## config.mk

```make
export PLATFORM = sky130hd
export DESIGN_NAME = perf_counters
export DESIGN_NICKNAME = d
export VERILOG_FILES = /design/src/rtl/perfctr_pkg.sv /design/src/rtl/perf_event_filter.sv /design/src/rtl/perf_count_reg.sv /design/src/rtl/perf_counters.sv
export SDC_FILE = /design/constraint.sdc
export NUM_CORES = 1
export LEC_CHECK = 0
export BUFFER_PORTS_ARGS = -buffer_cell sky130_fd_sc_hd__buf_4
export CAP_MARGIN = 15
export CORE_MARGIN = 2
export CORE_UTILIZATION = 40
export DETAILED_ROUTE_END_ITERATION = 7
export HOLD_SLACK_MARGIN = 0.15
export PLACE_DENSITY = 0.59
export SYNTH_ARGS = -nofsm -noshare
export SYNTH_HDL_FRONTEND = slang
export SYNTH_SLANG_ARGS = --single-unit
export TNS_END_PERCENT = 100
```

## constraint.sdc

```tcl
create_clock -name clk -period 4.7 [get_ports clk]
set_input_delay 0.235 -clock clk [delete_from_list [all_inputs] [get_ports clk]]
set_output_delay 0.235 -clock clk [all_outputs]
set_load 0.01 [all_outputs]
```

## src/rtl/perfctr_pkg.sv

```systemverilog
package perfctr_pkg;
    localparam int EVT_N  = 11;
    localparam int CODE_W = 4;
    localparam int ID_W   = 8;
    localparam int RGN_W  = 2;
    localparam int DATA_W = 32;
    localparam int CH_N   = 2;

    // One channel's configuration field, 16 bits: code[3:0], id_en[4], rgn_en[5], region[7:6], id[15:8]
    typedef struct packed {
        logic [ID_W-1:0]   conn_id;
        logic [RGN_W-1:0]  region;
        logic              rgn_en;
        logic              id_en;
        logic [CODE_W-1:0] code;
    } ch_cfg_t;

    localparam int CFG_W = $bits(ch_cfg_t);

    typedef enum logic [1:0] {
        RD_CNT0 = 2'd0,
        RD_CNT1 = 2'd1,
        RD_TIME = 2'd2,
        RD_CFG  = 2'd3
    } rd_sel_e;

    function automatic logic code_valid(input logic [CODE_W-1:0] c);
        return int'(c) < EVT_N;
    endfunction
endpackage

```

## src/rtl/perf_event_filter.sv

```systemverilog
module perf_event_filter
    import perfctr_pkg::*;
(
    input  ch_cfg_t            cfg,
    input  logic [EVT_N-1:0]   pulse,
    input  logic [ID_W-1:0]    conn_id,
    input  logic [RGN_W-1:0]   region,
    output logic               hit
);
    logic sel_evt;
    logic id_ok;
    logic rgn_ok;

    always_comb begin
        sel_evt = 1'b0;
        for (int i = 0; i < EVT_N; i++) begin
            if (int'(cfg.code) == i) sel_evt = pulse[i];
        end
        id_ok  = !cfg.id_en  || (conn_id == cfg.conn_id);
        rgn_ok = !cfg.rgn_en || (region  == cfg.region);
        hit    = sel_evt && id_ok && rgn_ok;
    end
endmodule

```

## src/rtl/perf_count_reg.sv

```systemverilog
module perf_count_reg #(
    parameter int W = 32
) (
    input  logic         clk,
    input  logic         rst,
    input  logic         clr,
    input  logic         inc,
    output logic [W-1:0] cnt
);
    always_ff @(posedge clk) begin
        if (rst || clr) cnt <= '0;
        else if (inc)   cnt <= cnt + W'(1);
    end


    clear_chk: assert property (@(posedge clk) disable iff (rst)
        clr |=> cnt == '0);


    step_chk: assert property (@(posedge clk) disable iff (rst)
        !clr |=> cnt == $past(cnt) + W'($past(inc)));
endmodule

```

## src/rtl/perf_counters.sv

```systemverilog
module perf_counters
    import perfctr_pkg::*;
#(
    parameter int CNT_W = 32
) (
    input  logic               clk,
    input  logic               rst,
    input  logic [EVT_N-1:0]   ev_pulse,
    input  logic [ID_W-1:0]    ev_conn_id,
    input  logic [RGN_W-1:0]   ev_region,
    input  logic               cfg_we,
    input  logic [DATA_W-1:0]  cfg_wdata,
    input  logic [1:0]         rd_addr,
    output logic [DATA_W-1:0]  rd_data
);
    ch_cfg_t          cfg_q [CH_N];
    logic [CH_N-1:0]  hit;
    logic [CNT_W-1:0] cnt   [CH_N];
    logic [CNT_W-1:0] time_cnt;

    generate
        for (genvar ch = 0; ch < CH_N; ch++) begin : g_ch
            always_ff @(posedge clk) begin
                if (rst)         cfg_q[ch] <= '0;
                else if (cfg_we) cfg_q[ch] <= ch_cfg_t'(cfg_wdata[ch*CFG_W +: CFG_W]);
            end

            perf_event_filter u_filt (
                .cfg     (cfg_q[ch]),
                .pulse   (ev_pulse),
                .conn_id (ev_conn_id),
                .region  (ev_region),
                .hit     (hit[ch])
            );

            perf_count_reg #(.W(CNT_W)) u_cnt (
                .clk (clk),
                .rst (rst),
                .clr (cfg_we),
                .inc (hit[ch]),
                .cnt (cnt[ch])
            );


            dead_code_chk: assert property (@(posedge clk) disable iff (rst)
                !code_valid(cfg_q[ch].code) |-> !hit[ch]);


            id_filter_chk: assert property (@(posedge clk) disable iff (rst)
                (hit[ch] && cfg_q[ch].id_en) |-> ev_conn_id == cfg_q[ch].conn_id);


            rgn_filter_chk: assert property (@(posedge clk) disable iff (rst)
                (hit[ch] && cfg_q[ch].rgn_en) |-> ev_region == cfg_q[ch].region);
        end
    endgenerate

    perf_count_reg #(.W(CNT_W)) u_time (
        .clk (clk),
        .rst (rst),
        .clr (cfg_we),
        .inc (1'b1),
        .cnt (time_cnt)
    );

    always_comb begin
        unique case (rd_sel_e'(rd_addr))
            RD_CNT0: rd_data = DATA_W'(cnt[0]);
            RD_CNT1: rd_data = DATA_W'(cnt[1]);
            RD_TIME: rd_data = DATA_W'(time_cnt);
            default: rd_data = {cfg_q[1], cfg_q[0]};
        endcase
    end


    time_step_chk: assert property (@(posedge clk) disable iff (rst)
        (!cfg_we && !$past(rst)) |=> time_cnt != $past(time_cnt));
endmodule

```

# == Yosys cells after proc, flatten, opt, wreduce, memory -nomap -nowiden ==
# Memories as Yosys holds them, arrays and structs flattened.
# Index checks and enable logic that the tools add are counted.
# op_classes
add_sub_neg,3
eq_ne,26
n_mux,30
bitwise_logic,2
n_reduce_logical,16
# op_table
cell,n
$add A32 B1 Y32 const B,3
$pmux W32 S3,1
$eq A4 B4 Y1 const B,14
$mux W16,2
$mux W1,27
$eq A4 B3 Y1 const B,4
$eq A8 B8 Y1,2
$eq A4 B2 Y1 const B,2
$logic_not A4 Y1,2
$logic_or A1 B1 Y1,5
$eq A2 B2 Y1,2
$logic_and A1 B1 Y1,4
$logic_not A1 Y1,4
$eq A2 B1 Y1 const B,1
$eq A2 B2 Y1 const B,1
$logic_not A2 Y1,1
$or A1 B1 Y1,2
# totals
ff_bits,96
mem_bits_rw,32
in_bits,58
mem_count,1
# mem_list
name,depth,width,read_ports,rd_clocked_by_memory_dff,write_ports,line,source
cfg_q,2,16,2,0,2,perf_counters.sv:16,ch_cfg_t cfg_q [CH_N];

# == Depth between registers and ports, before layout ==
# An unclocked memory read counts as a cell.
# depth
word_depth,15
ltp_mapped,8

# == Modules after synthesis ==
# A second synthesis with hierarchy kept.
# unflattened
cells_unflattened,705
area_unflattened_um2,7283.2
# by_module_without_submodules
module,instances,cells_each,area_per_inst_um2,seq_area_each_um2
perf_count_reg,3,178,1566.5,640.6
perf_counters,1,111,2088.3,960.9
perf_event_filter,2,30,247.7,0.0

# == Worst setup path before layout ==
# No wires, ideal clock.
# synth_path
path_kind,register to register
start,mem cfg_q[0][0] (netlist name)
end,reg g_ch[0].u_cnt.cnt[0]
setup_ns,0.177
arrival_time_ns,2.075
t_required_ns,4.523
slack_ns,2.448
stages_incl_launch_ff,8
cell_sequence,edfxtp_1 > mux4_2 > o32ai_1 > nand4b_1 > buf_2 > buf_2 > xor2_1 > nor2_1
# synth_rtl
element,line,source
from (decl),perf_counters.sv:16,
to (signal assigned),perf_count_reg.sv:12,else if (inc) cnt <= cnt + W'(1);
to (decl),perf_count_reg.sv:8,output logic [W-1:0] cnt

==> impl_results.md <==
* Status: finished clean
* Final hold slack at between 0.2 and 0.25 ns
* Std cell rows at 48
* Avg Inst Size Synth at 9.70 um2
* Post-route ant nets at 0
* DIE WIDTH at around 140 um
* WL/cell at between 20 and 25 um
* Starting DRC count in detailed routing at 568
* CP max-delay cell: or3_4
* Max_cap viols at 0
* Fin crit share at between 50% and 60%
* Root Buffer: clkbuf_16
* DRC at 0
* Clock sink count at 128
* Main synth FF type: dfxtp_1
* Yosys warns at 0
* Final Net Count at between 800 and 900
* Crit Path Max Fanout at 29
* Largest area contributor in the netlist: dfxtp_1
* Yosys cell types at 50
* Number of synthesized flops with an enable pin at 32
* Synthesis-to-finish area growth at 26.4%
* RSZ-0062 raised after global routing: no
* Pin count of the biggest net entering global routing at 48
* Setup Viol. Count Final at 0
* Port Buffers at between 80 and 90
* Slowest stage delay, CP at 0.52 ns
* Sequential Area at around 2900 um2
* Post-Syn Instances at slightly above 700
* Post-Route Setup TNS at 0 ns
* Clock Path Buffers at 2
* CP Launch Type: flop
* Crit path DAT at slightly below 3 ns
* Syn_nets at approximately 800
* CTS Hold Bufs at 32
* Placer Congestion at about 0.92
* TritonRoute pass-1 iters at 5
* Setup Slack @ Placement at roughly 2.1 ns
* Sequential area share after synthesis at 41.3%
* Post-CTS setup buffers at 0
* Core Util, Final at 51.3%
* Worst setup margin at 2.09 ns
* Top-count cell post-synth: dfxtp_1
* I/O Pins at 90
* H-tree levels at 4
* PD cells at 337 nW/um2
* Initial Util at 40.6%
* HPWL after DPL at about 16000 um
* First-pass GRT wire length at approximately 33000 um
* Grt total ovfl at 0
* Synthesized flop and latch total at ~130
* FILL cells at about 1600
* Max Slew Vio Count at 0
* Total wire length at around 22000 um
* Max frequency at ~380 MHz
* Crit path required time at around 5 ns
* Worst skew pair latency at around 0.42 ns
* Mapped cell area at between 6000 and 7000 um2
* Vias per cell at 5.83
* Num CTS Buffers at 17
* Final hold vios at 0
* Crit-path cells: xor2_1 > nor4_1 > a21boi_0 > buf_4 > or3_4 > or4_1 > a21oi_1
* Worst-Margin Slew at approximately 1.0 ns
* Die Ht at ~140 um
* Layout cells sized above 1 at 19.8%
* Max IR drop VDD at ~0.24 mV
* Clock slew at reported path FFs at approximately 0.060 ns
* Worst hold-check path type: primary input to flop
* Tmin final at roughly 2.6 ns
* Area occupied by multi-input gates at 3890 um2
* Crit Path Class: flop to flop
* Critical path endpoint category: flop
* Total Power at between 2 and 3 mW
* DR vias at 6225
* Post_cts resized at 0
* Max_slew headroom at between 30% and 40%
* CTS tree: built
* List of most frequent post-synthesis cells: 96 x dfxtp_1, 61 x nand2_1, 55 x nor2_1
* Die area at 18500 um2
* Synth area leaders: dfxtp_1 28%, edfxtp_1 14%, mux4_2 11%
* Initial antenna violation count at 1
* Core area at approximately 17000 um2
* Setup Skew at approximately 0.0077 ns
* Async SR Flop Fraction at 0%
* Pleak at between 3 and 4 nW
* GRT Util Overall at roughly 24%
* Top-area cell type share of the netlist area at 27.6%
* Via count of the first global-routing pass at 5916
==> flip-flops by register name (all words and copies together), names as in the netlist <==
signal and count:
cfg_q 32, g_ch.u_cnt.cnt 64, u_time.cnt 32
==> stage by stage <==
| stage | std cells | area (um2) |
|---|---|---|
| 2_1_floorplan | 719 | 6970 |
| 3_3_place_gp | 1003 | 7830 |
| 3_5_place_dp | 1003 | 7830 |
| 4_1_cts | 1067 | 8810 |
| 5_1_grt | 1067 | 8810 |
| 6_report | 1068 | 8810 |
==> cell families after synthesis <==
kind of cell               synth area share (%)
adders and majority gates                 0.538
muxes                                      13.2
buffers and inverters                      2.83
AOI/OAI and AO/OA                          9.37
DFF                                        41.3
and+or+nand+nor                            25.7
xor gates and xnor gates                   7.03
==> critical path, delay by kind of cell, from the launching register on <==
kind | cells | cell delay [ns]
flops | 1 | 0.44
xor+xnor | 1 | 0.19
compound gates | 2 | 0.33
buf+inv | 1 | 0.21
simple gates | 3 | 1.35
==> placed cells by master, fill, tap and decap left out, types with 9 or more instances in the layout <==
master / n
nor4_1: 21
mux4_2: 34
and2_1: 36
buf_4: 97
or4_1: 18
and3_1: 16
dfxtp_1: 96
or3_1: 35
nor2_1: 55
nand4_1: 24
nor3_1: 13
mux2i_1: 9
xor2_1: 32
inv_1: 10
clkbuf_16: 17
a21oi_1: 36
nand2_1: 61
xnor2_1: 24
edfxtp_1: 32
o31ai_1: 13
nand3_1: 36
o21ai_0: 27
dlygate4sd3_1: 32
==> path summary, 6_finish.rpt <==
| kind | from | depth (start not counted) | endpoint | slack [ns] |
|---|---|---|---|---|
| max | cfg_q[1][14] | 7 | g_ch[1].u_cnt.cnt[13] | 2.09 |
| min | cfg_we | 3 | g_ch[1].u_cnt.cnt[30] | 0.22 |
| max reg2reg | cfg_q[1][14] | 7 | g_ch[1].u_cnt.cnt[13] | 2.09 |
| min reg2reg | u_time.cnt[0] | 1 | u_time.cnt[0] | 0.47 |
==> power breakdown <==
| group | internal, mW | total [mW] | switching [mW] |
|---|---|---|---|
| logic | 0.131 | 0.275 | 0.143 |
| clock network | 1.00 | 1.50 | 0.495 |
| registers | 1.16 | 1.19 | 0.0340 |
==> final cells by class <==
type                       instances  share of cell area, %
multi-input combinational        542                   44.2
sequential                       128                   32.7
timing repair buffer             129                   11.9
clock buffer                      20                   5.07
tap                              225                   3.20
clock inverter                    12                   2.43
inverter                          11                  0.483
antenna                            1                 0.0284
==> layer usage <==
layer  track usage, %  part of all wire, %  vias up
met5                0                    0        -
met4             13.1                  4.9        0
li1                 -                    -     2916
met1             31.1                   42     2995
met2             37.7                   47      250
met3             5.41                  6.9       64
Power figures use the tool's default switching activity.
